$ cat config.mk
export PLATFORM = sky130hd
export DESIGN_NAME = fxp_round_unit
export DESIGN_NICKNAME = d
export VERILOG_FILES = /design/src/rtl/fxp_round_pkg.sv /design/src/rtl/fxp_pipe_stage.sv /design/src/rtl/fxp_round_core.sv /design/src/rtl/fxp_round_unit.sv
export SDC_FILE = /design/constraint.sdc
export NUM_CORES = 1
export LEC_CHECK = 0
export ABC_AREA = 1
export CAP_MARGIN = 25
export CORE_MARGIN = 5
export CORE_UTILIZATION = 49
export CTS_BUF_LIST = sky130_fd_sc_hd__clkbuf_4 sky130_fd_sc_hd__clkbuf_8 sky130_fd_sc_hd__clkbuf_16
export DETAILED_ROUTE_END_ITERATION = 8
export PLACE_DENSITY = 0.78
export SYNTH_ARGS = -nofsm -noshare
export SYNTH_HDL_FRONTEND = slang
export SYNTH_SLANG_ARGS = --single-unit
$ cat constraint.sdc
create_clock -name clk -period 2.5 [get_ports clk]
set_input_delay 0.5 -clock clk [delete_from_list [all_inputs] [get_ports clk]]
set_output_delay 0.5 -clock clk [all_outputs]
set_load 0.03 [all_outputs]
$ cat src/rtl/fxp_round_pkg.sv
package fxp_round_pkg;

  // Rounding rule, fixed at elaboration
  typedef enum logic [1:0] {
    RND_TRUNC   = 2'd0,  // drop bits, toward minus infinity
    RND_NEAREST = 2'd1,  // nearest; signed ties away from zero, unsigned ties up
    RND_EVEN    = 2'd2   // nearest; ties to the even neighbour
  } rnd_mode_e;

endpackage

$ cat src/rtl/fxp_pipe_stage.sv
module fxp_pipe_stage #(
  parameter int W = 8
) (
  input  logic         clk,
  input  logic         rst_n,
  input  logic         vld_i,
  input  logic [W-1:0] dat_i,
  output logic         vld_o,
  output logic [W-1:0] dat_o
);

  logic         vld_q;
  logic [W-1:0] dat_q;
  logic [W-1:0] dat_nxt;

  // clock enable: load only on a qualified sample
  always_comb begin
    dat_nxt = vld_i ? dat_i : dat_q;
  end

  always_ff @(posedge clk or negedge rst_n) begin
    if (!rst_n) begin
      vld_q <= 1'b0;
      dat_q <= '0;
    end else begin
      vld_q <= vld_i;
      dat_q <= dat_nxt;
    end
  end

  assign vld_o = vld_q;
  assign dat_o = dat_q;

endmodule

$ cat src/rtl/fxp_round_core.sv
module fxp_round_core
  import fxp_round_pkg::*;
#(
  parameter int        IN_W        = 16,
  parameter int        DROP        = 4,
  parameter bit        SIGNED_DATA = 1'b1,
  parameter rnd_mode_e MODE        = RND_EVEN,
  parameter bit        SATURATE    = 1'b1,
  localparam int       OUT_W       = IN_W - DROP
) (
  input  logic [IN_W-1:0]  din,
  output logic [OUT_W-1:0] dout
);

  if (DROP == 0) begin : g_pass
    assign dout = din;
  end else begin : g_rnd
    localparam logic [DROP-1:0]  HALF    = DROP'(1) << (DROP - 1);
    localparam logic [OUT_W-1:0] SAT_MAX = SIGNED_DATA ? ({OUT_W{1'b1}} >> 1)
                                                       : {OUT_W{1'b1}};

    logic [DROP-1:0] frac;
    logic [OUT_W:0]  kept_ext;
    logic [OUT_W:0]  rsum;
    logic            tie_up;
    logic            inc;
    logic            ovf;

    always_comb begin
      frac     = din[DROP-1:0];
      kept_ext = {(SIGNED_DATA ? din[IN_W-1] : 1'b0), din[IN_W-1:DROP]};
      // direction of an exact tie
      case (MODE)
        RND_NEAREST: tie_up = !(SIGNED_DATA && din[IN_W-1]);
        RND_EVEN:    tie_up = din[DROP];
        default:     tie_up = 1'b0;
      endcase
      inc  = (MODE != RND_TRUNC) && ((frac > HALF) || ((frac == HALF) && tie_up));
      rsum = kept_ext + {{OUT_W{1'b0}}, inc};
      // carry out of the kept field
      ovf  = SIGNED_DATA ? (rsum[OUT_W] ^ rsum[OUT_W-1]) : rsum[OUT_W];
      dout = (SATURATE && ovf) ? SAT_MAX : rsum[OUT_W-1:0];
    end
  end

endmodule

$ cat src/rtl/fxp_round_unit.sv
module fxp_round_unit
  import fxp_round_pkg::*;
#(
  parameter int        IN_W        = 16,
  parameter int        DROP        = 4,
  parameter bit        SIGNED_DATA = 1'b1,
  parameter rnd_mode_e MODE        = RND_EVEN,
  parameter bit        SATURATE    = 1'b1,
  parameter bit        REG_IN      = 1'b1,
  parameter bit        REG_OUT     = 1'b1,
  localparam int       OUT_W       = IN_W - DROP
) (
  input  logic             clk,
  input  logic             rst_n,
  input  logic             in_valid,
  input  logic [IN_W-1:0]  in_data,
  output logic             out_valid,
  output logic [OUT_W-1:0] out_data
);

  logic             a_vld;
  logic [IN_W-1:0]  a_dat;
  logic [OUT_W-1:0] b_dat;

  if (REG_IN) begin : g_in_reg
    fxp_pipe_stage #(.W(IN_W)) u_in_stage (
      .clk   (clk),
      .rst_n (rst_n),
      .vld_i (in_valid),
      .dat_i (in_data),
      .vld_o (a_vld),
      .dat_o (a_dat)
    );
  end else begin : g_in_wire
    assign a_vld = in_valid;
    assign a_dat = in_data;
  end

  fxp_round_core #(
    .IN_W        (IN_W),
    .DROP        (DROP),
    .SIGNED_DATA (SIGNED_DATA),
    .MODE        (MODE),
    .SATURATE    (SATURATE)
  ) u_core (
    .din  (a_dat),
    .dout (b_dat)
  );

  if (REG_OUT) begin : g_out_reg
    fxp_pipe_stage #(.W(OUT_W)) u_out_stage (
      .clk   (clk),
      .rst_n (rst_n),
      .vld_i (a_vld),
      .dat_i (b_dat),
      .vld_o (out_valid),
      .dat_o (out_data)
    );
  end else begin : g_out_wire
    assign out_valid = a_vld;
    assign out_data  = b_dat;
  end

endmodule

==> results of run 1 <==
## synth_stat cells, types with 3 or more instances
library cell and number:
nand2_1 38, dfrtp_1 30, inv_1 26, o21ai_0 18, nand3_1 16, nor2_1 7, o21ai_1 6, nand2_2 3
nand4_1 3, or2_2 3
## where the power goes
group | leakage (nW) | switching, W | internal (W)
Sequential | 0.345 | 0.0000398 | 0.000540
Combinational | 0.473 | 0.000167 | 0.000127
Clock | 0.0302 | 0.000155 | 0.000126
Total | 0.848 | 0.000362 | 0.000793
## path summary, 6_finish.rpt
check	start	end	slack, ns	depth (start not counted)
worst max-delay path	g_in_reg.u_in_stage.dat_o[3]$_DFFE_PN0P_	g_out_reg.u_out_stage.dat_o[3]$_DFFE_PN0P_	0.19	13
worst min-delay path	g_out_reg.u_out_stage.dat_o[4]$_DFFE_PN0P_	g_out_reg.u_out_stage.dat_o[4]$_DFFE_PN0P_	0.48	2
worst max register to register	g_in_reg.u_in_stage.dat_o[3]$_DFFE_PN0P_	g_out_reg.u_out_stage.dat_o[3]$_DFFE_PN0P_	0.19	13
worst min register to register	g_out_reg.u_out_stage.dat_o[4]$_DFFE_PN0P_	g_out_reg.u_out_stage.dat_o[4]$_DFFE_PN0P_	0.48	2
max in group asynchronous	rst_n	g_in_reg.u_in_stage.dat_o[10]$_DFFE_PN0P_	1.67	2
min in group asynchronous	rst_n	g_out_reg.u_out_stage.dat_o[11]$_DFFE_PN0P_	0.55	2
## final cells by class
cell class	instances	area [um2]
Clock buffer	6	51.3
Fill cell	233	958
Multi-Input combinational cell	106	548
Tap cell	31	38.8
Timing Repair Buffer	34	333
Inverter	27	101
Sequential cell	30	751
## kinds of logic (layout without fill, tap and decap cells)
group / Yosys count / in the layout / synth area share, %
simple gates: 74 / 74 / 24.6
buf+inv: 31 / 67 / 9.34
flops: 30 / 30 / 52.4
compound gates: 26 / 26 / 9.08
fa+ha+maj: 2 / 2 / 1.75
xor+xnor: 2 / 2 / 1.22
mux: 2 / 2 / 1.57
## state kept, by name, summed over array words and instances, names as in the netlist
register	flops
g_out_reg.u_out_stage.vld_o	1
g_out_reg.u_out_stage.dat_o	12
g_in_reg.u_in_stage.vld_o	1
g_in_reg.u_in_stage.dat_o	16
## critical path, stage by stage, from the launching register on
cell	delay [ns]
dfrtp_1	0.42
nand2_2	0.13
inv_1	0.07
ha_1	0.22
nand2_2	0.11
nor2_4	0.16
nand2_1	0.09
o21ai_1	0.12
inv_1	0.05
ha_1	0.33
nor2_4	0.22
nand3_1	0.12
o21ai_1	0.10
inv_1	0.06
## per-stage QoR
step	setup slack [ns]	total power [W]	util (%)	instance area, um2	hold slack [ns]
after floorplan	0.473	0.000753	-	1430	0.204
after global placement	0.316	0.000876	63.4	1760	0.460
after detailed placement	0.186	0.000885	63.4	1760	0.464
after CTS	0.169	0.00117	65.3	1820	0.485
after global routing	0.00221	0.00122	65.5	1820	0.514
final	0.188	0.00116	65.5	1820	0.482
## metal layers
metal / routed length [um] / part of all wire [%]
met5: 0 / 0
met4: 60 / 2.1
met3: 134 / 4.6
met2: 1480 / 51
met1: 1240 / 43
==> metrics, run 1 <==
Synth Register Bits=30; Worst Path Arrival=2.53 ns; placed cells=227; Syn Inst Count=167; worst slew pin tran=0.612 ns; Clock Latency Late Sink=0.33 ns; Syn Nets=188; Primary FF master, synth=dfrtp_1; top cell type's share of synthesized area=52.4%; clock-pin slew on the worst setup and hold paths=0.08 ns; first-pass GRT wire length=5.20 mm; final std cells w/o fill=234; via/cell ratio=5.08; Cell Rows=19; commonest non-fill, non-tap cell in the layout=nand2_1; cts-stage hold buffer count=0; Die ar.=4100 um2; P&R area growth vs syn=27.2%; Hold Crit Class=flip-flop to flip-flop; Chip Width=64.1 um; # diodes=0; residual DRC count=0; setup repair bufs after CTS=0; Worst EP required=2.72 ns; antenna violations before repair=0; largest net degree at the start of global routing=31; via count=1188; CTS Buf Count=5; most frequent cells in the layout=38 x nand2_1, 31 x clkdlybuf4s50_1, 30 x dfrtp_1; Ys Warns=0; drt first pass iters=6; Pins Over Slew Limit=0; TritonCTS clock tree=yes; CTS Buffer Depth=2; Crit Path Max Fanout=10; setup TNS=0 ns; final setup fails=0; H-tree depth=2; Yosys cell types=22; DRT antenna net count=0; Detailed Route Iter0 Violations=36; PostCTS Resize Cnt=0; f_max=0.433 GHz; core box area=2780 um2; vias in the first global route=1220; Startpoint Class=flip-flop; Leak Pwr=0.848 nW; dpl hpwl=2.22 mm; Mapped Area=1430 um2; max_slew headroom=59.1%; Die Ht=64.1 um; Final period util=92.5%; layout cells sized above 1=10.3%; clk root buf=clkbuf_4; Worst Skew=0.00621 ns; total number of clock tree sinks=30; most area-hungry cell type in the Yosys netlist=dfrtp_1; GRT overflow=0; Tot GR Track Use=16.2%; Nets=225; Placer Congestion=0.841; # Max-Cap Violations=0; met1 Resource Use GR=18.5%; GRT busiest layer=met2; EDFF count, synth=0; critical path class=flip-flop to flip-flop; final hold violations=0; Avg WL per Cell=12.4 um; ranking of synthesized cells by area=dfrtp_1 52%, nand2_1 10%, inv_1 6.8%; outcome=finished clean; Avg Synthesized Cell Area=8.58 um2; total wire length=2.91 mm; Initial Utilization=51.5%; GR Util met3=5.08%; met2 usage=26.5%; Cell Pwr Density=634 nW/um2; asr flop ratio synth=100%; Worst Setup End Kind=flip-flop; peak supply drop=0.507 mV; # IOs=32; minimum clock period=2.31 ns; sequential area share after synthesis=52.4%; RSZ-0062 raised after global routing=false; number of port buffers=31
Power figures use the tool's default switching activity.
==> run 2: changes to the inputs <==
- SLEW_MARGIN: not set -> 20
==> results of run 2 <==
Same layout as run 1: the final DEF is identical, and so are final timing and power.
==> run 3: changes to the inputs <==
- SETUP_SLACK_MARGIN: not set -> 0.2
==> metrics, run 3 (synthesis gave the netlist of run 1 again) <==
outcome=finished clean; largest net degree at the start of global routing=31; Core Util, Final=67.2%; RSZ-0062 raised after global routing=false; crit path launch=g_in_reg.u_in_stage.dat_o[3]$_DFFE_PN0P_; most numerous cell on the critical path=inv_1; # diodes=0; clk root buf=clkbuf_4; Cell Rows=19; Largest register FFs=16; total wire length=3.13 mm; total number of clock tree sinks=30; drt first pass iters=4; Leak Pwr=0.860 nW; CTS Buf Count=5; via/cell ratio=5.21; Reg area=751 um2; Detailed Route Iter0 Violations=59; final setup fails=0; worst slew pin tran=0.623 ns; Worst path depth=13; clock power share=24.0%; Startpoint Class=flip-flop; Final period util=87.8%; R2R Path End=g_out_reg.u_out_stage.dat_o[3]$_DFFE_PN0P_; Cell Pwr Density=630 nW/um2; worst path buffer plus inverter count=3; Die ar.=4100 um2; residual DRC count=0; path depth of the worst reg2reg path=13; crit-path cells=nand2_2 > inv_1 > ha_2 > nand2_2 > nor2_4 > nand2_1 > o21ai_1 > inv_1 > ha_4 > nor2_4 > nand3_1 > o21ai_2 > inv_1; Placed Area=1760 um2; P&R area growth vs syn=30.4%; Nets=228; Slowest-stage cell, CP=dfrtp_1; Placer Congestion=0.841; minimum clock period=2.20 ns; TritonCTS clock tree=yes; Worst Path Arrival=2.42 ns; first-pass GRT wire length=5.29 mm; Switch Pwr=0.000374 W; CTS Buffer Depth=2; Multi-input gate area=578 um2; Filler cells=214; # Max-Cap Violations=0; critical path class=flip-flop to flip-flop; cts-stage hold buffer count=0; # IOs=32; DRT antenna net count=0; sequential fraction of design power=49.3%; final instance area=1870 um2; Hold Startpoint=g_out_reg.u_out_stage.dat_o[4]$_DFFE_PN0P_; vias in the first global route=1225; Tot GR Track Use=16.4%; f_max=0.455 GHz; layout cells sized above 1=13.1%; Worst Skew=0.00937 ns; Pins Over Slew Limit=0; Worst Setup End Kind=flip-flop; Clock Latency Late Sink=0.33 ns; peak supply drop=0.512 mV; Initial Utilization=51.5%; clock-pin slew on the worst setup and hold paths=0.08 ns; Worst EP required=2.72 ns; Critical Path Sink=g_out_reg.u_out_stage.dat_o[3]$_DFFE_PN0P_; most frequent cells in the layout=38 x nand2_1, 31 x clkdlybuf4s50_1, 30 x dfrtp_1; switching share of total power=31.8%; Die Ht=64.1 um; Chip Width=64.1 um; commonest non-fill, non-tap cell in the layout=nand2_1; setup TNS=0 ns; Reg2Reg Launch Point=g_in_reg.u_in_stage.dat_o[3]$_DFFE_PN0P_; Crit Path Max Fanout=5; Comb pwr share=26.6%; final hold violations=0; Avg WL per Cell=13.2 um; via count=1234; dpl hpwl=2.22 mm; GRT overflow=0; Largest stage delay, worst path=0.40 ns; number of port buffers=31; Largest delay share family, worst path=simple AND/OR/NAND/NOR gates; antenna violations before repair=0; max_slew headroom=58.4%; Internal=0.000803 W; core box area=2780 um2; R2R Setup Slk=0.30 ns; Hold Crit Class=flip-flop to flip-flop; H-tree depth=2
-- run 3: through the flow --
stage	std cells	total power (W)	hold WS [ns]	setup slack (ns)
after CTS	234	0.00117	0.485	0.202
after floorplan	167	0.000753	0.204	0.473
after detailed placement	227	0.000885	0.464	0.186
after global routing	237	0.00124	0.514	0.184
after global placement	227	0.000876	0.460	0.316
final	237	0.00118	0.487	0.304
-- run 3: routing by layer --
layer | part of all wire, % | wire (um) | GRT usage, %
met1 | 40 | 1260 | 19.0
met2 | 50 | 1550 | 26.9
met3 | 6.3 | 198 | 5.08
met4 | 3.7 | 115 | 9.09
met5 | 0 | 0 | 0
-- run 3: timing repair --
action / CTS / global route
buffers inserted: 1 / 2
resized for setup: 0 / 5
cloned: 0 / 1
pin swaps: 1 / 3
setup endpoints to repair: 4 / 10
-- run 3: final cells by class --
cell class | instances | area share [%]
Tap cell | 31 | 2.08
Inverter | 27 | 5.43
Clock buffer | 6 | 2.75
Timing Repair Buffer | 36 | 18.6
Multi-Input combinational cell | 107 | 30.9
Sequential cell | 30 | 40.2
-- run 3: worst min-delay path by stage --
stage	to	slack, ns	depth (start not counted)
2_1_floorplan	g_in_reg.u_in_stage.dat_o[0]$_DFFE_PN0P_	0.20	0
3_3_place_gp	g_out_reg.u_out_stage.dat_o[5]$_DFFE_PN0P_	0.46	2
3_5_place_dp	g_out_reg.u_out_stage.dat_o[4]$_DFFE_PN0P_	0.46	2
4_1_cts	g_out_reg.u_out_stage.dat_o[4]$_DFFE_PN0P_	0.48	2
5_1_grt	g_out_reg.u_out_stage.dat_o[11]$_DFFE_PN0P_	0.51	2
6_report	g_out_reg.u_out_stage.dat_o[4]$_DFFE_PN0P_	0.49	2
-- run 3: power by group through the flow --
stage / registers [W] / logic [W] / clock network, W
4_1_cts: 0.000581 / 0.000298 / 0.000289
3_5_place_dp: 0.000591 / 0.000294 / 0
6_report: 0.000581 / 0.000313 / 0.000283
2_1_floorplan: 0.000645 / 0.000108 / 0
5_1_grt: 0.000590 / 0.000342 / 0.000309
3_3_place_gp: 0.000587 / 0.000289 / 0
-- run 3: worst reg2reg max path: cells and delay by family, from the launching register on --
kind | cells | cell delay (ns)
AOI/OAI and AO/OA | 2 | 0.24
buffers and inverters | 3 | 0.24
and+or+nand+nor | 6 | 0.74
DFF | 1 | 0.40
adders and majority gates | 2 | 0.47
